==> src/rtl/flash_lock_pkg.sv <==
// Shared types for the flash block lock manager.
// Assumes a two-bit state with bit 0 = "writes refused", bit 1 = "held down".
package flash_lock_pkg;

    typedef enum logic [1:0] {
        BLK_UNLOCKED = 2'b00,
        BLK_LOCKED   = 2'b01,
        BLK_DOWN     = 2'b11
    } blk_state_e;

    typedef struct packed {
        logic lock;
        logic unlock;
        logic lockdown;
    } lock_cmd_t;

endpackage

==> src/rtl/flash_lock_blkmap.sv <==
// Maps a word address to a block index for an asymmetric boot-block array.
// Assumes the parameter blocks exactly fill one main-block-sized slot
// (MAIN_LOG2 > PARAM_LOG2) and that the array fills the address space.
module flash_lock_blkmap #(
    parameter int ADDR_W     = 20,
    parameter int MAIN_LOG2  = 15,
    parameter int PARAM_LOG2 = 12,
    parameter bit TOP_BOOT   = 1'b1,
    parameter int IDX_W      = 6
) (
    input  logic [ADDR_W-1:0] word_addr,
    output logic [IDX_W-1:0]  blk_index
);
    localparam int N_PARAM = 1 << (MAIN_LOG2 - PARAM_LOG2);
    localparam int N_MAIN  = (1 << (ADDR_W - MAIN_LOG2)) - 1;
    localparam int N_BLK   = N_PARAM + N_MAIN;
    localparam int SLOT_W  = ADDR_W - MAIN_LOG2;
    localparam int SUB_W   = MAIN_LOG2 - PARAM_LOG2;

    logic [SLOT_W-1:0] slot;
    logic [SUB_W-1:0]  sub;

    assign slot = word_addr[ADDR_W-1:MAIN_LOG2];
    assign sub  = word_addr[MAIN_LOG2-1:PARAM_LOG2];

    generate
        if (TOP_BOOT) begin : g_top
            // Purpose: main blocks low, parameter blocks in the last slot.
            always_comb begin
                if (slot == {SLOT_W{1'b1}})
                    blk_index = IDX_W'(N_MAIN) + IDX_W'(sub);
                else
                    blk_index = IDX_W'(slot);
            end
        end else begin : g_bottom
            // Purpose: parameter blocks in slot 0, main blocks above.
            always_comb begin
                if (slot == '0)
                    blk_index = IDX_W'(sub);
                else
                    blk_index = IDX_W'(N_PARAM) + IDX_W'(slot) - IDX_W'(1);
            end
        end
    endgenerate

    // Purpose: every address must land on an existing block.
    always_comb begin
        assert_idx_range_R1: assert (int'(blk_index) < N_BLK);
    end

endmodule

==> src/rtl/flash_lock_cell.sv <==
// Protection state machine for one block.
// Assumes commands are only honoured when sel is high; priority is
// lock-down, then lock, then unlock.
module flash_lock_cell
    import flash_lock_pkg::*;
(
    input  logic       clk,
    input  logic       rst_n,
    input  logic       sel,
    input  lock_cmd_t  cmd,
    input  logic       wp_pin,
    output blk_state_e state
);
    blk_state_e nxt;
    logic       frozen;

    assign frozen = (state == BLK_DOWN) && !wp_pin;

    // Purpose: next state for the selected block.
    always_comb begin
        nxt = state;
        if (cmd.lockdown)
            nxt = BLK_DOWN;
        else if (cmd.lock && !frozen)
            nxt = BLK_LOCKED;
        else if (cmd.unlock && !frozen)
            nxt = BLK_UNLOCKED;
    end

    // Purpose: state register, locked after reset.
    always_ff @(posedge clk) begin
        if (!rst_n)
            state <= BLK_LOCKED;
        else if (sel)
            state <= nxt;
    end

    assert_reset_locked_R7: assert property (@(posedge clk)
        !rst_n |=> state == BLK_LOCKED);

    assert_lockdown_enters_R4: assert property (@(posedge clk) disable iff (!rst_n)
        sel && cmd.lockdown |=> state == BLK_DOWN);

    assert_down_frozen_R5: assert property (@(posedge clk) disable iff (!rst_n)
        state == BLK_DOWN && !wp_pin |=> state == BLK_DOWN);

    assert_unsel_stable_R11: assert property (@(posedge clk) disable iff (!rst_n)
        !sel |=> $stable(state));

endmodule

==> src/rtl/flash_lock_gate.sv <==
// Registers the allow/deny verdict when an operation starts.
// Assumes blk_state is the addressed block's state before the start edge;
// the lockout flag is looked at only on that edge.
module flash_lock_gate
    import flash_lock_pkg::*;
(
    input  logic       clk,
    input  logic       rst_n,
    input  logic       op_start,
    input  logic       vpp_lockout,
    input  blk_state_e blk_state,
    output logic       verdict_valid,
    output logic       verdict_allow
);
    // Purpose: capture the verdict at start and hold it until the next start.
    always_ff @(posedge clk) begin
        if (!rst_n) begin
            verdict_valid <= 1'b0;
            verdict_allow <= 1'b0;
        end else begin
            verdict_valid <= op_start;
            if (op_start)
                verdict_allow <= !vpp_lockout && (blk_state == BLK_UNLOCKED);
        end
    end

    assert_vpp_deny_R9: assert property (@(posedge clk) disable iff (!rst_n)
        op_start && vpp_lockout |=> !verdict_allow);

    assert_verdict_hold_R10: assert property (@(posedge clk) disable iff (!rst_n)
        !op_start |=> $stable(verdict_allow) && !verdict_valid);

endmodule

==> src/rtl/flash_lock_mgr.sv <==
// Top of the flash block lock manager: address map, one state machine per
// block and the operation verdict register.
// Assumes one word address per cycle; commands and start act on it.
module flash_lock_mgr
    import flash_lock_pkg::*;
#(
    parameter int ADDR_W     = 20,
    parameter int MAIN_LOG2  = 15,
    parameter int PARAM_LOG2 = 12,
    parameter bit TOP_BOOT   = 1'b1,
    parameter int IDX_W      = $clog2((1 << (MAIN_LOG2 - PARAM_LOG2)) +
                                      (1 << (ADDR_W - MAIN_LOG2)) - 1)
) (
    input  logic              clk,
    input  logic              rst_n,
    input  logic [ADDR_W-1:0] word_addr,
    input  logic              cmd_lock,
    input  logic              cmd_unlock,
    input  logic              cmd_lockdown,
    input  logic              wp_pin,
    input  logic              vpp_lockout,
    input  logic              op_start,
    output logic [IDX_W-1:0]  blk_index,
    output logic [1:0]        blk_state,
    output logic              verdict_valid,
    output logic              verdict_allow
);
    localparam int N_PARAM = 1 << (MAIN_LOG2 - PARAM_LOG2);
    localparam int N_MAIN  = (1 << (ADDR_W - MAIN_LOG2)) - 1;
    localparam int N_BLK   = N_PARAM + N_MAIN;

    lock_cmd_t  cmd;
    blk_state_e st_all [N_BLK];
    blk_state_e cur_state;

    assign cmd = '{lock: cmd_lock, unlock: cmd_unlock, lockdown: cmd_lockdown};

    flash_lock_blkmap #(
        .ADDR_W    (ADDR_W),
        .MAIN_LOG2 (MAIN_LOG2),
        .PARAM_LOG2(PARAM_LOG2),
        .TOP_BOOT  (TOP_BOOT),
        .IDX_W     (IDX_W)
    ) u_map (
        .word_addr(word_addr),
        .blk_index(blk_index)
    );

    genvar gi;
    generate
        for (gi = 0; gi < N_BLK; gi++) begin : g_cell
            flash_lock_cell u_cell (
                .clk   (clk),
                .rst_n (rst_n),
                .sel   (blk_index == IDX_W'(gi)),
                .cmd   (cmd),
                .wp_pin(wp_pin),
                .state (st_all[gi])
            );
        end
    endgenerate

    assign cur_state = st_all[blk_index];
    assign blk_state = cur_state;

    flash_lock_gate u_gate (
        .clk          (clk),
        .rst_n        (rst_n),
        .op_start     (op_start),
        .vpp_lockout  (vpp_lockout),
        .blk_state    (cur_state),
        .verdict_valid(verdict_valid),
        .verdict_allow(verdict_allow)
    );

    assert_deny_protected_R8: assert property (@(posedge clk) disable iff (!rst_n)
        op_start && cur_state != BLK_UNLOCKED |=> !verdict_allow);

    assert_valid_pulse_R10: assert property (@(posedge clk) disable iff (!rst_n)
        op_start |=> verdict_valid);

endmodule

==> config.mk <==
export PLATFORM = sky130hd
export DESIGN_NAME = flash_lock_mgr
export DESIGN_NICKNAME = d
export VERILOG_FILES = /design/src/rtl/flash_lock_pkg.sv /design/src/rtl/flash_lock_blkmap.sv /design/src/rtl/flash_lock_cell.sv /design/src/rtl/flash_lock_gate.sv /design/src/rtl/flash_lock_mgr.sv
export SDC_FILE = /design/constraint.sdc
export NUM_CORES = 1
export LEC_CHECK = 0
export BUFFER_PORTS_ARGS = -buffer_cell sky130_fd_sc_hd__buf_2
export CORE_MARGIN = 2
export CORE_UTILIZATION = 25
export CTS_CLUSTER_DIAMETER = 50
export DETAILED_ROUTE_END_ITERATION = 8
export PLACE_DENSITY = 0.43
export RECOVER_POWER = 25
export SLEW_MARGIN = 25
export SYNTH_ARGS = -nofsm -noshare
export SYNTH_HDL_FRONTEND = slang
export SYNTH_SLANG_ARGS = --single-unit
==> constraint.sdc <==
create_clock -name clk -period 6.5 [get_ports clk]
set_input_delay 0.975 -clock clk [delete_from_list [all_inputs] [get_ports clk]]
set_output_delay 0.975 -clock clk [all_outputs]
set_load 0.03 [all_outputs]
* Word-level counts from Yosys, hierarchy flattened
Cells that the tools add are included.
** Operators by class
- Bitwise gates (word level) :: 1
- Reduce and logical (&&, ||, !) cells :: 239
- Multiplexer cells :: 121
- Add/sub/neg operators :: 1
- Equality and inequality tests :: 78
- Magnitude comparators :: 1
** Operators with widths (number)
- $mux W2 :: 119
- $logic_and A1 B1 Y1 :: 118
- $reduce_bool A3 Y1 :: 39
- $eq A6 B5 Y1 const B :: 16
- $eq A2 B2 Y1 const B :: 39
- $reduce_and A2 Y1 :: 39
- $eq A6 B4 Y1 const B :: 8
- $eq A6 B6 Y1 const B :: 7
- $logic_not A1 Y1 :: 41
- $eq A6 B3 Y1 const B :: 4
- $bmux W2 S6 :: 1
- $eq A6 B2 Y1 const B :: 2
- $ge A7 B7 Y1 const B :: 1
- $not A6 Y7 :: 1
- $add A5 B3 Y6 const A :: 1
- $eq A6 B1 Y1 const B :: 1
- $logic_not A6 Y1 :: 1
- $mux W6 :: 1
- $eq A5 B5 Y1 const B :: 1
- $logic_not A2 Y1 :: 1
** Word-level totals
- Register bits after elaboration :: 80
- Output and inout bits :: 10
- Input bits :: 28

* Logic depth before layout (Yosys ltp)
Gate-level depths: netlist (run 1).
- Depth after elaboration :: 8
- Depth in mapped cells :: 12
- Mapped depth without buffers :: 11

* Hierarchy
From an unflattened synthesis (run 1), not the netlist that was laid out.
** Unflattened totals
- Cells, all modules :: 623
- Area total of the unflattened synthesis :: 4880.9 um^2
** Modules (own cells, without submodules)
- flash_lock_cell :: cells each 12, sequential area each 40.0 um^2, area each 92.6 um^2, times used 39
- flash_lock_mgr :: cells each 131, sequential area each 0.0 um^2, area each 1067.3 um^2, times used 1
- flash_lock_blkmap :: cells each 18, sequential area each 0.0 um^2, area each 127.6 um^2, times used 1
- flash_lock_gate :: cells each 6, sequential area each 40.0 um^2, area each 75.1 um^2, times used 1

* Least setup slack after synthesis (run 1)
Ideal clock, no wire load.
- Kind :: input to output
- From :: input port word_addr[12]
- To :: output port blk_state[0]
- Data arrival time :: 3.078 ns
- Required time :: 5.525 ns
- Slack :: 2.447 ns
- Stages :: 11
- Buffers on the path :: 0
- Path through :: inv_1 > ha_1 > ha_1 > nand3_1 > o21ai_4 > inv_2 > nand3_2 > a311oi_1 > a211oi_1 > o2111ai_1 > or3_1
** Between the ends
- Cells in the longest elaborated chain, start to end :: 6
** Ends and longest elaborated chain
- from (decl) :: RTL line flash_lock_mgr.sv:16 : input logic [ADDR_W-1:0] word_addr,
- $add A5 B3 Y6 :: RTL line flash_lock_blkmap.sv:31 : blk_index = IDX_W'(N_MAIN) + IDX_W'(sub);
- $mux W6 :: RTL line flash_lock_blkmap.sv:30 : if (slot == {SLOT_W{1'b1}})
- net blk_index[2] :: RTL line flash_lock_mgr.sv:23 : output logic [IDX_W-1:0] blk_index,
- $not A6 Y7 (not written as such) :: RTL line flash_lock_mgr.sv:63 : assign cur_state = st_all[blk_index];
- $bmux W2 S6 :: RTL line flash_lock_mgr.sv:63
- $mux W2 (not written as such) (2 in a row) :: RTL line flash_lock_mgr.sv:63
- to (decl) :: RTL line flash_lock_mgr.sv:24 : output logic [1:0] blk_state,
The timed path passes the listed nets, and every way through them passes these cells. The select of a mux whose other input is x is not followed.

* Final worst setup path (run 1)
- From :: input port word_addr[12]
- To :: output port blk_state[0]
** Between the ends
- Cells in the longest elaborated chain, start to end :: 6
** Ends and longest elaborated chain (RTL line)
- $add A5 B3 Y6 :: flash_lock_blkmap.sv:31
- $mux W6 :: flash_lock_blkmap.sv:30
- $not A6 Y7 (not written as such) :: flash_lock_mgr.sv:63
- $bmux W2 S6 :: flash_lock_mgr.sv:63
- $mux W2 (not written as such) (2 in a row) :: flash_lock_mgr.sv:63
Every way passes these cells. The select of a mux whose other input is x is not followed.

==> results of run 1 <==
==> final cells by class <==
type,instances,area share
Clock buffer,12,0.0452
Clock inverter,3,0.0115
Timing Repair Buffer,35,0.0341
Inverter,22,0.0145
Multi-Input combinational cell,530,0.554
Sequential cell,80,0.282
Tap cell,265,0.0584
==> kinds of logic (layout without fill, tap and decap cells) <==
| logic type | Yosys count | after routing | synth area share |
|---|---|---|---|
| fa+ha+maj | 2 | 2 | 0.00496 |
| mux | 8 | 8 | 0.0240 |
| flops | 80 | 80 | 0.317 |
| simple gates | 315 | 315 | 0.313 |
| compound gates | 205 | 205 | 0.281 |
| buf+inv | 72 | 72 | 0.0592 |
==> worst max path at each step <==
stage / startpoint / to / slack (ns) / cells after the start
floorplan: word_addr[12] / blk_state[0] / 2.45 / 11
global placement: word_addr[12] / blk_state[0] / 1.14 / 12
detailed placement: word_addr[12] / blk_state[0] / 1.10 / 12
CTS: word_addr[12] / blk_state[0] / 1.09 / 12
global route: word_addr[12] / blk_state[0] / 0.91 / 12
finish: word_addr[12] / blk_state[0] / 1.10 / 12
==> flip-flops by register name (all words and copies together), names as in the netlist <==
name and count:
u_gate.verdict_allow 1, g_cell.u_cell.state 78, u_gate.verdict_valid 1
==> worst reg2reg max path: cells and delay by family, from the launching register on <==
| family | cells | cell delay (ns) |
|---|---|---|
| and+or+nand+nor | 3 | 1.11 |
| AOI/OAI and AO/OA | 1 | 0.34 |
| muxes | 1 | 0.52 |
| DFF | 1 | 0.33 |
==> per-stage QoR <==
| stage | instances | total power, uW | util |
|---|---|---|---|
| floorplan | 682 | 637 | - |
| global placement | 932 | 693 | 0.273 |
| detailed placement | 932 | 697 | 0.273 |
| CTS | 947 | 1270 | 0.289 |
| global route | 947 | 1310 | 0.289 |
| finish | 947 | 1260 | 0.289 |
==> synth_stat cells (4+ instances only) <==
master	instances	share of area
a22oi_1	20	0.030
and2_1	5	0.0062
a211oi_1	5	0.0074
o221ai_1	12	0.021
inv_1	18	0.013
buf_4	4	0.0059
nand3_1	20	0.020
nand2_1	158	0.12
a221oi_1	5	0.0087
mux2i_1	5	0.0099
o21ai_0	11	0.011
nor2b_1	31	0.038
buf_2	5	0.0050
nand3b_1	40	0.059
o311ai_0	8	0.014
and3_1	4	0.0050
inv_2	4	0.0030
nand4_1	5	0.0062
nand2b_1	12	0.015
a21oi_1	71	0.070
o211ai_1	21	0.031
a21boi_0	11	0.016
clkbuf_1	39	0.029
a21o_1	13	0.019
nor2_1	22	0.016
nor3_2	4	0.0079
a31oi_1	4	0.0050
a32oi_1	13	0.023
dfxtp_1	80	0.32
==> metal layers <==
| layer | vias up | global-route usage | routed length (um) |
|---|---|---|---|
| li1 | 2469 | - | - |
| met1 | 2507 | 0.222 | 8270 |
| met2 | 133 | 0.279 | 8700 |
| met3 | 23 | 0.0278 | 829 |
| met4 | 0 | 0.0529 | 275 |
| met5 | - | 0 | 0 |
==> where the power goes <==
part           switching, uW  total [uW]  internal (uW)
clock                    214         569            355
sequential              6.23         504            498
combinational            131         184           52.2
total                    351        1260            905
==> results.md, run 1 <==
* Result of the run: finished, violations left
* Failing checks: max-capacitance violations, max-slew violations
* Layout net count at between 700 and 800
* Post-synthesis register bit count at 80
* Number of detailed-routing iterations run before antenna repair at 4
* Endpoint of the worst register-to-register path: u_gate.verdict_allow
* Hold Crit Depth at 2
* Max VDD drop at 0.0959 mV
* Insertion delay to the later sink of the worst-skew pair at roughly 0.35 ns
* Crit Path Max Fanout at 29
* Most common cell after layout, fill and taps aside: nand2_1
* Top delay family on crit path: compound AO/OA/AOI/OAI gates
* Reg2Reg Setup Slack at 4.10 ns
* Count of routing violations after the opening detailed-route iteration at ~470
* Total number of placement rows at between 50 and 60
* Placeable Area at 0.0197 mm2
* Hold Crit Class: reg2reg
* WP data arrival at around 4.4 ns
* Worst relative slew slack at -1.31
* Diode count at 0
* Most common cell type on the critical path: buf_2
* Pin slew with the least headroom to its limit at roughly 3.5 ns
* Total leakage power at 0.00212 uW
* Clock root buffer master: clkbuf_16
* Critical Path Sink Type: primary output
* Number of hold violations in the final report at 0
* Area used by multi-input combinational logic at roughly 0.0031 mm2
* Total non-filler cell area in the finished layout at 0.00568 mm2
* Beginning of the worst hold path: g_cell[18].u_cell.state[1]
* Die Height at 146 um
* Number of nets with antenna violations after routing at 0
* Setup Crit Path Kind: in2out
* Power per Cell Area at 221 mW/mm2
* Total I/O pin count at 38
* Number of antenna violations at the first check in global routing at 0
* Final TNS setup at 0 ns
* Wire length of the first global-routing pass at roughly 28,000 um
* Total Routing Usage GR at 0.168
* Clock Sinks at 80
* DRT Wirelength at 18,100 um
* Count of buffering cells on the critical path with inverters included at 4
* Routed wire per std cell at 19.1 um
* Max stage delay on crit path at 0.57 ns
* Number of CTS-inserted buffers at 9
* Fraction of registers with async set/reset at 0
* Number of max-capacitance violations reported at 1
* Largest net degree at the start of global routing at 81
* Minimum setup slack after placement at 1.10 ns
* Max-slew violations at 81
* CTS H-Tree Depth at 3
* Synthesis-to-finish area growth at 12.5%
* Cell with the biggest individual delay on the critical path: o21ai_4
* Starting density of the core at 0.257
* Grt ovf at 0
* Buffer depth of the longest clock path at 2
* Setup Viol. Count Final at 0
* Minimum setup slack in the final design at 1.10 ns
* Top library cells by usage in the layout, fill and taps aside: nand2_1 (158), dfxtp_1 (80), a21oi_1 (71), nand3b_1 (40), nor2b_1 (31)
* Crit Reg-Reg Startpoint: g_cell[12].u_cell.state[1]
* Syn avg cell area at approximately 7.4 um2
* Hold Path Sink: g_cell[18].u_cell.state[1]
* FF+latch area at 0.00160 mm2
* Final Skew at a little under 0.007 ns
* Required time of the worst setup path at 5.52 ns
* List of cells traversed by the critical path: buf_2 > inv_1 > ha_1 > nand3_2 > o21ai_4 > inv_2 > mux2i_1 > a311oi_1 > a211oi_1 > o2111ai_1 > or3_1 > buf_2
* Die width at 146 um
* Total Die Area at 0.0213 mm2
* R2R depth at 5
* Number of filler cells placed in the layout at 2,175
* YS warnings at 0
* Primary flip-flop cell chosen by synthesis mapping: dfxtp_1
* Drc violations at 0
* Placed Area at 0.00536 mm2
* Achievable Freq at about 190 MHz
* Startpoint class of the critical path: input pin
* Synthesized instance count at just under 700
* Gp weighted congestion at 0.778
* Number of library cell types mapped by synthesis at 49
* Half-perimeter wire length after placement at roughly 11,000 um
* # port buffers at 25
* Post-route clock period utilization at 0.831
* EDFF count, synth at 0
* Number of global-route vias before repair at 5,094
* Mean number of vias per cell at 5.42
* Number of vias in the routed layout at 5,132
* Postcts setup bufs at 0
* Hold-fix buffers, CTS at 0
* Ratio of cells with drive above 1 in the final layout at 0.0938
* Unrepaired setup endpoints after global routing: false
* Clock period minus final worst setup slack at between 5 and 6 ns
* Syn Std Cell Area at about 0.0050 mm2
* Clock transition at the register clock pins on the worst setup and hold paths after CTS at ~0.05 ns
* Net count after synthesis at a little over 700
* Number of instances resized during post-cts repair at 0
* Clock tree from TritonCTS: yes
* Share of the yosys chip area belonging to registers at 0.317
* Post-Route Hold Slack at 0.504 ns
Note: power is estimated with default switching activity, not from simulation.
==> run 2: changes to the inputs <==
--- a/config.mk
+++ b/config.mk
@@ -5,6 +5,7 @@
 export SDC_FILE = /design/constraint.sdc
 export NUM_CORES = 1
 export LEC_CHECK = 0
+export ABC_AREA = 1
 export BUFFER_PORTS_ARGS = -buffer_cell sky130_fd_sc_hd__buf_2
 export CORE_MARGIN = 2
 export CORE_UTILIZATION = 25
==> constraint.sdc (replaced) <==
create_clock -name clk -period 5.31 [get_ports clk]
set_input_delay 0.7965 -clock clk [delete_from_list [all_inputs] [get_ports clk]]
set_output_delay 0.7965 -clock clk [all_outputs]
set_load 0.03 [all_outputs]
==> run 2 against run 1 <==
  * The flow still finishes with violations (max-capacitance violations, max-slew violations)
  * Worst setup slack lost 0.15 ns
  * Worst hold slack lost 0.027 ns
  * Sequential power grew 23%
  * Power grew 21%
  * Sequential cell count is the same
  * Clock power grew 22%
  * Critical path depth grew 3
  * Synthesized cell count grew 22%
  * Via count grew 2.6%
  * Clock skew is essentially flat
  * First-iteration DRC count shrank 47%
  * Critical path type unchanged
==> results.md, run 2 <==
* Share of the yosys chip area belonging to registers at 0.322
* Unrepaired setup endpoints after global routing: false
* Setup Crit Path Kind: in2out
* Post-Route Hold Slack at 0.477 ns
* Buffer depth of the longest clock path at 2
* Power per Cell Area at 272 mW/mm2
* Count of buffering cells on the critical path with inverters included at 4
* Top library cells by usage in the layout, fill and taps aside: nand2_1 (384), nand3_1 (91), dfxtp_1 (80), a21oi_1 (62), nor2_1 (33)
* Achievable Freq at 229 MHz
* Number of library cell types mapped by synthesis at 29
* Clock Sinks at 80
* Net count after synthesis at 864
* Diode count at 0
* Minimum setup slack after placement at approximately 1.3 ns
* Max-slew violations at between 80 and 90
* CTS H-Tree Depth at 3
* Count leader, synth: nand2_1
* Hold-fix buffers, CTS at 0
* Clock transition at the register clock pins on the worst setup and hold paths after CTS at 0.06 ns
* Ranking of synthesized cells by area: dfxtp_1 (32%), nand2_1 (29%), nand3_1 (9.2%)
* Starting density of the core at 0.255
* Hold Crit Class: reg2reg
* Number of vias in the routed layout at 5,266
* Fraction of synthesized cell area taken by the top area cell type at 0.322
* Most common cell after layout, fill and taps aside: nand2_1
* Minimum setup slack in the final design at 0.947 ns
* Cell type contributing the most total cell area after synthesis: dfxtp_1
* Clock root buffer master: clkbuf_16
* Number of global-route vias before repair at 4,908
* Fin cells at 1,104
* Die Height at about 150 um
* Final Skew at 0.00719 ns
* EDFF count, synth at 0
* Startpoint class of the critical path: input pin
* Top delay family on crit path: simple AND/OR/NAND/NOR gates
* Post-synthesis register bit count at 80
* Routed wire per std cell at between 15 and 20 um
* Number of max-capacitance violations reported at 2
* Insertion delay to the later sink of the worst-skew pair at 0.35 ns
* Setup Viol. Count Final at 0
* Number of nets with antenna violations after routing at 0
* Max stage delay on crit path at 0.52 ns
* Most common cell type on the critical path: nand2_1
* Clock tree from TritonCTS: yes
* Cell with the biggest individual delay on the critical path: clkbuf_1
* Register bank with the most flops: g_cell.u_cell.state
* Drc violations at 0
* Failing checks: max-capacitance violations, max-slew violations
* Primary flip-flop cell chosen by synthesis mapping: dfxtp_1
* Postcts setup bufs at 0
* Inst Count DP at around 1,100
* WP data arrival at 3.57 ns
* Pin slew with the least headroom to its limit at about 2.4 ns
* YS warnings at 0
* Final TNS setup at 0 ns
* Total Die Area at approximately 0.021 mm2
* Crit Path Max Fanout at 13
* Critical Path Sink Type: primary output
* Synth top cells by count: nand2_1 (382), nand3_1 (91), dfxtp_1 (80)
* Result of the run: finished, violations left
* Gp weighted congestion at 0.783
* Largest net degree at the start of global routing at 60
* Total Routing Usage GR at 0.164
* Largest register FFs at 78
* Max VDD drop at 0.144 mV
* List of cells traversed by the critical path: clkbuf_1 > nand2_1 > inv_1 > nand3_1 > nand2_1 > nand2_1 > nor2_1 > nor2_1 > nand3_1 > nand2_1 > nand2_1 > nand2_1 > nor2_2 > inv_1 > buf_2
* Total number of placement rows at 51
* Synthesized instance count at 834
* Number of detailed-routing iterations run before antenna repair at 4
* Synthesis-to-finish area growth at 12.3%
* Final total power at between 1500 and 2000 uW
* Die width at 145 um
* Fraction of registers with async set/reset at 0
* Placeable Area at 0.0195 mm2
* DRT Wirelength at 17,300 um
* Number of antenna violations at the first check in global routing at 0
* Layout net count at 864
* # port buffers at 25
* Mean number of vias per cell at 4.77
* Required time of the worst setup path at 4.51 ns
* Syn Std Cell Area at 0.00497 mm2
* Total I/O pin count at 38
* Post-route clock period utilization at 0.822
* Worst relative slew slack at -0.599
* Number of CTS-inserted buffers at 9
* Grt ovf at 0
* Ratio of cells with drive above 1 in the final layout at 0.0810
* Clock period minus final worst setup slack at between 4 and 5 ns
* Syn avg cell area at 5.96 um2
* Leading registers by flop count: g_cell.u_cell.state: 78 flops, u_gate.verdict_allow: 1 flops, u_gate.verdict_valid: 1 flops
* Number of hold violations in the final report at 0
* Count of routing violations after the opening detailed-route iteration at 250
* Half-perimeter wire length after placement at 10,900 um
* Total leakage power at 0.00244 uW
* Wire length of the first global-routing pass at 27,300 um
* Number of instances resized during post-cts repair at 0
-- run 2: cell types whose count changed in the layout (fill, tap and decap cells not counted), moves of 15 or more --
cell	before	now
a22oi_1	20	0
a31oi_1	4	20
nand2_1	158	384
nand3_1	20	91
nand3b_1	40	0
nor2b_1	31	0
nor3_1	3	18
-- run 2: metrics by stage --
| step | instance area, um2 | util |
|---|---|---|
| finish | 5590 | 0.286 |
| global route | 5590 | 0.286 |
| CTS | 5620 | 0.288 |
| detailed placement | 5300 | 0.271 |
| global placement | 5300 | 0.271 |
| floorplan | 4970 | - |
-- run 2: tightest hold or removal path: stages, from the launching register on --
cell and delay, ns:
dfxtp_1 0.31, nand2_1 0.06, a21oi_1 0.05
-- run 2: area by class of cell --
type	instances	area, um2
Inverter	35	134
Clock buffer	9	225
Multi-Input combinational cell	677	3030
Fill cell	2295	13900
Timing Repair Buffer	31	174
Clock inverter	7	96.3
Sequential cell	80	1600
Tap cell	265	332
-- run 2: cells by family (layout without fill, tap and decap cells) --
kind of cell	Yosys count	in the layout	share of synthesized area
adders and majority gates	2	2	0.00503
AOI/OAI and AO/OA	132	132	0.154
and+or+nand+nor	543	543	0.454
DFF	80	80	0.322
buffers and inverters	77	82	0.0649
-- run 2: worst paths after layout --
path,startpoint,end,slack [ns],depth (start not counted)
setup / recovery,word_addr[15],blk_state[1],0.95,15
hold / removal,u_gate.verdict_allow,u_gate.verdict_allow,0.48,2
setup reg to reg,g_cell[24].u_cell.state[1],u_gate.verdict_allow,3.83,11
hold reg to reg,u_gate.verdict_allow,u_gate.verdict_allow,0.48,2
-- run 2: routing by layer --
layer,wire length [um],global-route usage,share of wire,up-vias
met5,0,0,0,-
met4,371,0.0603,0.021,0
met3,592,0.0176,0.034,21
met2,7890,0.267,0.46,95
met1,8420,0.225,0.49,2409
li1,-,-,-,2741
-- run 2: power breakdown --
part | leakage, uW | switching (uW) | internal (uW) | total, uW
sequential | 0.000648 | 8.69 | 610 | 618
clock | 0.000148 | 281 | 412 | 693
combinational | 0.00165 | 158 | 52.1 | 210
total | 0.00244 | 447 | 1070 | 1520
